==> config.mk <==
export PLATFORM = sky130hd
export DESIGN_NAME = vfd_scan_top
export DESIGN_NICKNAME = d
export VERILOG_FILES = /design/src/rtl/vfd_scan_pkg.sv /design/src/rtl/vfd_scan_seq.sv /design/src/rtl/vfd_drive_mux.sv /design/src/rtl/vfd_key_store.sv /design/src/rtl/vfd_scan_top.sv
export SDC_FILE = /design/constraint.sdc
export NUM_CORES = 1
export LEC_CHECK = 0
export BUFFER_PORTS_ARGS = -buffer_cell sky130_fd_sc_hd__buf_2
export CORE_MARGIN = 2
export CORE_UTILIZATION = 55
export CTS_CLUSTER_DIAMETER = 60
export CTS_CLUSTER_SIZE = 28
export DETAILED_ROUTE_END_ITERATION = 8
export GPL_TIMING_DRIVEN = 0
export PLACE_DENSITY_LB_ADDON = 0.3
export SYNTH_ARGS = -nofsm -noshare
export SYNTH_HDL_FRONTEND = slang
export SYNTH_HIERARCHICAL = 1
export SYNTH_SLANG_ARGS = --single-unit
==> constraint.sdc <==
create_clock -name clk_i -period 2.3 [get_ports clk_i]
set_input_delay 0.23 -clock clk_i [delete_from_list [all_inputs] [get_ports clk_i]]
set_output_delay 0.23 -clock clk_i [all_outputs]
set_load 0.1 [all_outputs]
==> src/rtl/vfd_scan_pkg.sv <==
package vfd_scan_pkg;

    // Controller states; COMMIT is also the reset state.
    typedef enum logic [1:0] {
        ST_COMMIT  = 2'd0,
        ST_LIT     = 2'd1,
        ST_BLANK   = 2'd2,
        ST_KEYSCAN = 2'd3
    } scan_state_e;

endpackage

==> src/rtl/vfd_scan_seq.sv <==
module vfd_scan_seq
    import vfd_scan_pkg::*;
#(
    parameter int GRID_BASE = 8,
    parameter int SEG_SHR   = 8,
    parameter int SEG_DED   = 12,
    parameter int SUB_SLOTS = 8,
    parameter int CFG_W     = 4,
    parameter int DIM_W     = 3,
    parameter int GIDX_W    = 4,
    parameter int KIDX_W    = 4,
    parameter int NG_W      = 5
) (
    input  logic              clk_i,
    input  logic              rst_ni,
    input  logic              tick_i,
    input  logic [CFG_W-1:0]  cfg_digits_i,
    input  logic [DIM_W-1:0]  cfg_dim_i,
    output scan_state_e       state_o,
    output logic [GIDX_W-1:0] grid_o,
    output logic [DIM_W-1:0]  sub_o,
    output logic [KIDX_W-1:0] key_o,
    output logic [NG_W-1:0]   ngrid_o,
    output logic [DIM_W-1:0]  dim_o
);

    scan_state_e       state_q, state_d;
    logic [GIDX_W-1:0] grid_q, grid_d;
    logic [DIM_W-1:0]  sub_q, sub_d;
    logic [KIDX_W-1:0] key_q, key_d;
    logic [NG_W-1:0]   ngrid_q, ngrid_d;
    logic [DIM_W-1:0]  dim_q, dim_d;
    logic [NG_W-1:0]   extra;
    logic              last_grid;

    // Clamp the extra-grid request to the number of shared pins.
    assign extra     = (int'(cfg_digits_i) >= SEG_SHR) ? NG_W'(SEG_SHR)
                                                       : NG_W'(cfg_digits_i);
    assign last_grid = (NG_W'(grid_q) == (ngrid_q - NG_W'(1)));

    // State register.
    always_ff @(posedge clk_i or negedge rst_ni) begin
        if (!rst_ni) begin
            state_q <= ST_COMMIT;
            grid_q  <= '0;
            sub_q   <= '0;
            key_q   <= '0;
            ngrid_q <= NG_W'(GRID_BASE);
            dim_q   <= '0;
        end else begin
            state_q <= state_d;
            grid_q  <= grid_d;
            sub_q   <= sub_d;
            key_q   <= key_d;
            ngrid_q <= ngrid_d;
            dim_q   <= dim_d;
        end
    end

    // Next-state logic; nothing moves without a tick.
    always_comb begin
        state_d = state_q;
        grid_d  = grid_q;
        sub_d   = sub_q;
        key_d   = key_q;
        ngrid_d = ngrid_q;
        dim_d   = dim_q;
        if (tick_i) begin
            unique case (state_q)
                ST_COMMIT: begin
                    ngrid_d = NG_W'(GRID_BASE) + extra;
                    dim_d   = cfg_dim_i;
                    grid_d  = '0;
                    sub_d   = '0;
                    state_d = ST_LIT;
                end
                ST_LIT: begin
                    if (sub_q == DIM_W'(SUB_SLOTS - 1)) begin
                        state_d = ST_BLANK;
                    end else begin
                        sub_d = sub_q + DIM_W'(1);
                    end
                end
                ST_BLANK: begin
                    sub_d = '0;
                    if (last_grid) begin
                        key_d   = '0;
                        state_d = ST_KEYSCAN;
                    end else begin
                        grid_d  = grid_q + GIDX_W'(1);
                        state_d = ST_LIT;
                    end
                end
                ST_KEYSCAN: begin
                    if (key_q == KIDX_W'(SEG_DED - 1)) begin
                        state_d = ST_COMMIT;
                    end else begin
                        key_d = key_q + KIDX_W'(1);
                    end
                end
                default: state_d = ST_COMMIT;
            endcase
        end
    end

    assign state_o = state_q;
    assign grid_o  = grid_q;
    assign sub_o   = sub_q;
    assign key_o   = key_q;
    assign ngrid_o = ngrid_q;
    assign dim_o   = dim_q;

endmodule

==> src/rtl/vfd_drive_mux.sv <==
module vfd_drive_mux
    import vfd_scan_pkg::*;
#(
    parameter int SEG_DED   = 12,
    parameter int SEG_SHR   = 8,
    parameter int GRID_BASE = 8,
    parameter int MEM_W     = 20,
    parameter int DIM_W     = 3,
    parameter int GIDX_W    = 4,
    parameter int KIDX_W    = 4,
    parameter int NG_W      = 5
) (
    input  scan_state_e        state_i,
    input  logic [GIDX_W-1:0]  grid_i,
    input  logic [DIM_W-1:0]   sub_i,
    input  logic [KIDX_W-1:0]  key_i,
    input  logic [NG_W-1:0]    ngrid_i,
    input  logic [DIM_W-1:0]   dim_i,
    input  logic [MEM_W-1:0]   mem_rdata_i,
    output logic [SEG_DED-1:0] seg_o,
    output logic [SEG_SHR-1:0] shared_o,
    output logic [GRID_BASE-1:0] grid_o
);

    logic in_lit;
    logic lit_win;

    assign in_lit  = (state_i == ST_LIT);
    assign lit_win = in_lit && (sub_i <= dim_i);

    // Dedicated segment and grid lines.
    always_comb begin
        seg_o  = '0;
        grid_o = '0;
        unique case (state_i)
            ST_LIT: begin
                seg_o = mem_rdata_i[SEG_DED-1:0];
                // Indices at or above GRID_BASE shift out to zero.
                if (lit_win) begin
                    grid_o = GRID_BASE'(1) << grid_i;
                end
            end
            ST_KEYSCAN: seg_o = SEG_DED'(1) << key_i;
            ST_BLANK:   seg_o = '0;
            ST_COMMIT:  seg_o = '0;
            default:    seg_o = '0;
        endcase
    end

    // Shared pins: the grid count selects grid or segment duty per pin.
    for (genvar k = 0; k < SEG_SHR; k++) begin : g_shared
        logic as_grid;
        assign as_grid = (NG_W'(GRID_BASE + k) < ngrid_i);
        assign shared_o[k] = as_grid
            ? (lit_win && (grid_i == GIDX_W'(GRID_BASE + k)))
            : (in_lit && mem_rdata_i[SEG_DED + k]);
    end

endmodule

==> src/rtl/vfd_key_store.sv <==
module vfd_key_store
    import vfd_scan_pkg::*;
#(
    parameter int KEY_RET = 2,
    parameter int SEG_DED = 12,
    parameter int KIDX_W  = 4
) (
    input  logic                 clk_i,
    input  logic                 rst_ni,
    input  logic                 tick_i,
    input  scan_state_e          state_i,
    input  logic [KIDX_W-1:0]    key_i,
    input  logic [KEY_RET-1:0]   ret_i,
    output logic [KEY_RET*SEG_DED-1:0] matrix_o,
    output logic                 chg_o
);

    logic [KEY_RET-1:0][SEG_DED-1:0] shadow_q;
    logic [KEY_RET-1:0][SEG_DED-1:0] snap_q;
    logic                            chg_q;
    logic                            scan_en;
    logic                            commit_en;

    assign scan_en   = tick_i && (state_i == ST_KEYSCAN);
    assign commit_en = tick_i && (state_i == ST_COMMIT);

    always_ff @(posedge clk_i or negedge rst_ni) begin
        if (!rst_ni) begin
            shadow_q <= '0;
            snap_q   <= '0;
            chg_q    <= 1'b0;
        end else begin
            chg_q <= 1'b0;
            if (scan_en) begin
                for (int r = 0; r < KEY_RET; r++) begin
                    shadow_q[r][key_i] <= ret_i[r];
                end
            end
            if (commit_en) begin
                snap_q <= shadow_q;
                chg_q  <= (shadow_q != snap_q);
            end
        end
    end

    assign matrix_o = snap_q;
    assign chg_o    = chg_q;

endmodule

==> src/rtl/vfd_scan_top.sv <==
module vfd_scan_top
    import vfd_scan_pkg::*;
#(
    parameter int SEG_DED   = 12,
    parameter int SEG_SHR   = 8,
    parameter int GRID_BASE = 8,
    parameter int KEY_RET   = 2,
    parameter int SUB_SLOTS = 8,
    localparam int MAX_GRIDS = GRID_BASE + SEG_SHR,
    localparam int GIDX_W    = $clog2(MAX_GRIDS),
    localparam int MEM_W     = SEG_DED + SEG_SHR,
    localparam int KIDX_W    = $clog2(SEG_DED),
    localparam int KEY_BITS  = KEY_RET * SEG_DED,
    localparam int CFG_W     = $clog2(SEG_SHR + 1),
    localparam int NG_W      = $clog2(MAX_GRIDS + 1),
    localparam int DIM_W     = $clog2(SUB_SLOTS)
) (
    input  logic                 clk_i,
    input  logic                 rst_ni,
    input  logic                 tick_i,
    input  logic [CFG_W-1:0]     cfg_digits_i,
    input  logic [DIM_W-1:0]     cfg_dim_i,
    output logic [GIDX_W-1:0]    mem_addr_o,
    input  logic [MEM_W-1:0]     mem_rdata_i,
    input  logic [KEY_RET-1:0]   key_ret_i,
    output logic [SEG_DED-1:0]   seg_o,
    output logic [SEG_SHR-1:0]   shared_o,
    output logic [GRID_BASE-1:0] grid_o,
    output logic [KEY_BITS-1:0]  key_matrix_o,
    output logic                 key_chg_o
);

    scan_state_e       scan_state;
    logic [GIDX_W-1:0] grid_idx;
    logic [DIM_W-1:0]  sub_idx;
    logic [KIDX_W-1:0] key_idx;
    logic [NG_W-1:0]   ngrid;
    logic [DIM_W-1:0]  dim_lvl;

    vfd_scan_seq #(
        .GRID_BASE (GRID_BASE),
        .SEG_SHR   (SEG_SHR),
        .SEG_DED   (SEG_DED),
        .SUB_SLOTS (SUB_SLOTS),
        .CFG_W     (CFG_W),
        .DIM_W     (DIM_W),
        .GIDX_W    (GIDX_W),
        .KIDX_W    (KIDX_W),
        .NG_W      (NG_W)
    ) u_seq (
        .clk_i        (clk_i),
        .rst_ni       (rst_ni),
        .tick_i       (tick_i),
        .cfg_digits_i (cfg_digits_i),
        .cfg_dim_i    (cfg_dim_i),
        .state_o      (scan_state),
        .grid_o       (grid_idx),
        .sub_o        (sub_idx),
        .key_o        (key_idx),
        .ngrid_o      (ngrid),
        .dim_o        (dim_lvl)
    );

    vfd_drive_mux #(
        .SEG_DED   (SEG_DED),
        .SEG_SHR   (SEG_SHR),
        .GRID_BASE (GRID_BASE),
        .MEM_W     (MEM_W),
        .DIM_W     (DIM_W),
        .GIDX_W    (GIDX_W),
        .KIDX_W    (KIDX_W),
        .NG_W      (NG_W)
    ) u_mux (
        .state_i     (scan_state),
        .grid_i      (grid_idx),
        .sub_i       (sub_idx),
        .key_i       (key_idx),
        .ngrid_i     (ngrid),
        .dim_i       (dim_lvl),
        .mem_rdata_i (mem_rdata_i),
        .seg_o       (seg_o),
        .shared_o    (shared_o),
        .grid_o      (grid_o)
    );

    vfd_key_store #(
        .KEY_RET (KEY_RET),
        .SEG_DED (SEG_DED),
        .KIDX_W  (KIDX_W)
    ) u_keys (
        .clk_i    (clk_i),
        .rst_ni   (rst_ni),
        .tick_i   (tick_i),
        .state_i  (scan_state),
        .key_i    (key_idx),
        .ret_i    (key_ret_i),
        .matrix_o (key_matrix_o),
        .chg_o    (key_chg_o)
    );

    assign mem_addr_o = grid_idx;

endmodule

## After elaboration in Yosys (flattened, before gate mapping)

Cells that the tools add are included.

- Bits in read-only memories: 0
- Latch bits: 0
- Flip-flop bits (word level): 70
- Output and inout port bits: 57
- Input port bits: 32
- Word-level logic and storage cells: 109
- Memories: 0
- Bits in writable memories: 0

- Multiplexer cells: 28
- Multipliers: 0
- Eq/ne operators: 21
- $add $sub $neg: 5
- Reductions and logical operators: 30
- Div/mod/pow operators: 0
- Shift operators: 2
- Magnitude comparators: 12
- Bitwise gates (word level): 0

Operators with widths:

| operator | count |
|---|---|
| 4-bit by 5-bit < comparator with 1-bit output, first input constant | 8 |
| 4-bit equality test, second input constant | 9 |
| 12-bit case mux with 3 select lines | 1 |
| 12-bit bitwise mux | 2 |
| 24-bit != test | 1 |
| 1-bit logical AND | 20 |
| 4-bit 2-to-1 mux | 4 |
| 8-bit 2-to-1 mux | 2 |
| 4-bit case mux with 2 select lines | 2 |
| 2-bit != test, second input constant | 6 |
| 1-bit by 4-bit left shift with 12-bit output, first input constant | 1 |
| 1-bit 2-to-1 mux | 10 |
| 3-bit AND reduction | 3 |
| 4-bit by 1-bit adder with 4-bit output, second input constant | 2 |
| 2-bit case mux with 4 select lines | 1 |
| 1-bit by 4-bit left shift with 8-bit output, first input constant | 1 |
| 2-bit 2-to-1 mux | 3 |
| 3-bit case mux with 2 select lines | 1 |
| 2-bit nonzero test | 3 |
| 4-bit by 5-bit adder with 5-bit output, first input constant | 1 |
| 4-bit by 5-bit equality test with 1-bit output | 1 |
| 4-bit by 5-bit < comparator with 1-bit output, second input constant | 1 |
| 5-bit by 1-bit subtractor with 5-bit output, second input constant | 1 |
| 1-bit demux with 4-bit select | 1 |
| other kinds (12) | 13 |

## Depth between registers and ports, before layout

- Depth in word-level cells: 5
- Depth in mapped cells: 8
- Mapped depth without buffers: 7

## Cells and area by module

The synthesis kept the hierarchy.

Modules (own cells, without submodules):

| module | area an instance (um^2) | cells each | instances | sequential area each (um^2) |
|---|---|---|---|---|
| vfd_key_store | 2210.9 | 159 | 1 | 1226.2 |
| vfd_scan_seq | 1221.2 | 132 | 1 | 526.8 |
| vfd_drive_mux | 616.8 | 93 | 1 | 0.0 |

## Worst setup path before layout

Ideal clock, no wire load.

- Path kind: register to output
- From: reg u_seq.grid_q[1], in the netlist u_seq/grid_o[1]
- To: out shared_o[6]
- Cell stages (with the launch flop): 4
- Path buffers: 0
- Setup slack: -2.557 ns
- Arrival: 4.627 ns
- Required time: 2.070 ns
- Cells stage by stage: dfrtp_1 nand2b_1 or2_1 o41ai_1

- Word-level cells in the longest chain between the ends: 3

Ends and longest elaborated chain:

| what | RTL line | text |
|---|---|---|
| from (decl) | vfd_scan_seq.sv:28 | `logic [GIDX_W-1:0] grid_q, grid_d;` |
| from (signal assigned) | vfd_scan_seq.sv:52 | `grid_q <= grid_d;` |
| 4-bit equality test | vfd_drive_mux.sv:55 | `? (lit_win && (grid_i == GIDX_W'(GRID_BASE + k)))` |
| 1-bit logical AND | vfd_drive_mux.sv:55 |  |
| 1-bit 2-to-1 mux | vfd_drive_mux.sv:55 |  |
| to (decl) | vfd_scan_top.sv:27 | `output logic [SEG_SHR-1:0] shared_o,` |

No other way between the ends.

## Worst setup path in the final report

- From: reg u_seq.sub_q[1], in the netlist u_seq/sub_o[1]
- To: out shared_o[0]

- Word-level cells in the longest chain between the ends: 4

Ends and longest elaborated chain:

| what | RTL line | text |
|---|---|---|
| from (decl) | vfd_scan_seq.sv:29 | `logic [DIM_W-1:0] sub_q, sub_d;` |
| from (signal assigned) | vfd_scan_seq.sv:53 | `sub_q <= sub_d;` |
| 3-bit less-or-equal comparator | vfd_drive_mux.sv:29 | `assign lit_win = in_lit && (sub_i <= dim_i);` |
| 1-bit logical AND | vfd_drive_mux.sv:29 |  |
| 1-bit logical AND | vfd_drive_mux.sv:55 |  |
| 1-bit 2-to-1 mux | vfd_drive_mux.sv:55 |  |

No other way between the ends.

==> run_results.csv <==
group,metric,value,unit
run_status,outcome,"complete, but fails checks",
run_status,violations,"negative hold slack, negative setup slack",
finish,antenna_cells,0,
grt,grt_pass1_wl,17660,um
yosys,synth_cell_type_count,60,
die,coreArea,0.007176,mm2
place,dp_cells,571,
yosys,synth_area_leaders,"dfrtp_1 43%, mux2_2 14%, xnor2_1 6.1%",
finish,final_common_cell,"buf_2",
drt,vias,3476,
power,power,0.006961,W
finish,drive_above_1_share,47.11,%
drt,first_iter_violations,276,
worst_setup_path,start_kind,"register",
sta,fin_skew,9.461,ps
place,numPortBuffers,88,
yosys,yosysSeqAreaShare,43.29,%
yosys,yosys_warnings,6,
finish,fin_nets,536,
cts,cts_hold_buf,0,
drt,wl,10730,um
drt,dr.pass1.iters,5,
cts,cts_buffer_depth,2,
power,powerDensity,1263,mW/mm2
cts,numClockSinks,70,
grt,grt_use_total,27.33,%
grt,grt_remaining_overflow,0,
sta,rsz0062_at_grt,"yes",
power,swShare,50.99,%
worst_setup_path,critPathArrivalTime,2220,ps
die,die_area,0.008064,mm2
worst_setup_path,crit_type,"reg -> out",
sta,relSlewSlack,43.26,%
die,die_y,89.80,um
yosys,avgSynthCellArea,10.54,um2
die,ios,89,
grt,grt_max_degree,71,
finish,fin_cells,600,
worst_setup_path,required,2070,ps
yosys,synth_top_area_cell,"dfrtp_1",
sta,setup_viol,15,
place,gp_congestion,0.8118,
sta,fmaxAchievable,0.4074,GHz
yosys,synth_cells,384,
finish,regArea,0.001775,mm2
power,internal-power,0.003412,W
cts,cts_root_buffer,"clkbuf_8",
finish,syn_to_final_growth,36.12,%
worst_hold_path,hold_path_class,"in -> async",
cts,cts-buffers-inserted,9,
finish,final_core_util,76.81,%
finish,multi_input_area,0.002497,mm2
cts,clock_latency,350,ps
yosys,ys_ff_latch,70,
power,combPwrFrac,63.5,%
run,maxCapViolations,0,
sta,finalWorstSetupSlack,-154.7,ps
die,rows,31,
sta,final-hold-violation-count,13,
drt,via_per_inst,5.793,
yosys,ys_async_sr_fraction,100.0,%
sta,slew_viol_final,0,
yosys,synth_nets,424,
power,switchingPower,0.003549,W
worst_setup_path,crit_fanout,5,
yosys,syn_area,0.004049,mm2
sta,worst_pin_slew,851.1,ps
die,die_x,89.80,um
die,initial_core_util,56.43,%
worst_setup_path,end_kind,"output pin",
yosys,synth_edf_count,0,
cts,h-tree-depth,3,
cts,clk_pin_slew,80,ps
drt,drc,0,
yosys,synthFlopType,"dfrtp_1",
place,dpl.hpwl,6981,um
sta,fin_crit_sh,106.7,%
sta,fin_crit,2455,ps
sta,whs,-28.58,ps
finish,final_cell_mix,"63 x buf_2, 59 x dfrtp_1, 50 x mux2_2, 35 x nand2_1, 28 x xnor2_1",
drt,avgRoutedWirePerCell,17.88,um
power,power_frac_clock,13.1,%
yosys,synth_top_area_share,42.65,%
grt,antenna_found_initial,0,
finish,fill_cells,466,
power,peakVddDrop,785.5,uV
cts,tritoncts,"built",
drt,drtAntennaViolNets,0,
grt,grt_pass1_vias,3557,
power,seq_power_share,23.4,%
power,p_leak,2.614,nW
-- critical path, stage by stage, from the launching register on --
cell	delay [ps]
dfrtp_1	410
ha_4	250
nor2b_4	120
o21ai_2	140
a32oi_4	130
buf_4	210
o41ai_4	330
buf_6	270
-- per-stage QoR --
| step | TNS, ps | hold WS (ps) | instance area (um2) | setup WS, ps |
|---|---|---|---|---|
| floorplan | -2028 | -65.59 | 4402 | -254.0 |
| global placement | 0 | 425.3 | 4966 | 0.8225 |
| detailed placement | -220.7 | 400.8 | 4969 | -34.84 |
| CTS | -1378 | 23.49 | 5479 | -139.1 |
| global route | -2343 | 41.39 | 5512 | -215.5 |
| finish | -1313 | -28.58 | 5512 | -154.7 |
-- path summary, 6_finish.rpt --
check	endpoint	start	depth (start not counted)	slack, ps
worst max-delay path	shared_o[0]	u_seq/sub_o[1]	7	-150
worst min-delay path	u_seq/dim_o[2]	rst_ni	1	-30
worst max register to register	u_seq/key_o[2]	u_seq/ngrid_o[0]	8	130
worst min register to register	u_seq/dim_o[2]	u_seq/dim_o[2]	2	480
max in group asynchronous	u_seq/grid_o[2]	rst_ni	1	1660
min in group clk_i	u_seq/dim_o[0]	cfg_dim_i[0]	3	70
-- area by class of cell --
type / instances / share of cell area, %
plain buffers: 15 / 1.839
clock buffers: 10 / 2.497
clock inverters: 6 / 0.8173
inverters: 14 / 0.9535
multi-input cells: 285 / 45.31
flip-flops and latches: 70 / 32.21
well taps: 99 / 2.247
repair buffers: 101 / 14.12
-- state kept, by name, indices dropped and copies added, names as in the netlist --
register / count
u_keys/matrix_o: 24
u_keys/shadow_q: 24
u_seq/ngrid_o: 5
u_seq/grid_o: 4
u_seq/key_o: 4
u_seq/dim_o: 3
u_seq/sub_o: 3
u_seq/state_o: 2
u_keys/chg_o: 1
-- power by group through the flow --
stage	Combinational, W	Sequential [W]	Clock [W]
2_1_floorplan	0.00291	0.00177	0
3_3_place_gp	0.00349	0.00164	0
3_5_place_dp	0.00358	0.00165	0
4_1_cts	0.00433	0.00162	0.000926
5_1_grt	0.00461	0.00166	0.000982
6_report	0.00442	0.00163	0.000911
-- cells by family after synthesis --
group	synth area share, %
XOR/XNOR	6.273
multiplexers	13.91
AO/OA/AOI/OAI	11.34
flip-flops	43.29
adder cells (fa/ha/maj)	2.472
buffers and inverters	3.368
AND/OR/NAND/NOR	19.35
-- what timing repair did --
action | 4_1_cts | 5_1_grt
setup endpoints to repair | 24 | 32
setup buffers | 11 | 2
pin swaps | 10 | 2
gates cloned | 1 | 0
resized for setup | 57 | 13
-- routing by layer --
metal / GRT usage (%) / wire [um] / part of all wire (%)
met5: 0 / 0 / 0
met4: 12.56 / 302 / 2.8
met3: 5.281 / 524 / 4.9
met2: 46.34 / 5378 / 50
met1: 34.00 / 4525 / 42
-- synth_stat cells (all sizes together), types with 2 or more instances --
master,number
or4,2
dfrtp,69
o41ai,6
or2,4
a31oi,2
mux2,50
nor3b,2
or3,7
nor3,12
nor2,15
clkbuf,8
a21oi,4
and3,2
nand2,35
o211ai,2
buf,7
o221ai,2
a32o,4
inv,14
nor4,3
a21o,3
o31ai,2
nand2b,12
and2,2
a21boi,5
ha,8
nand3,18
nand3b,7
nand4,8
xnor2,28
o21ai,18
nor2b,6
a22o,4
Power figures use the tool's default switching activity.
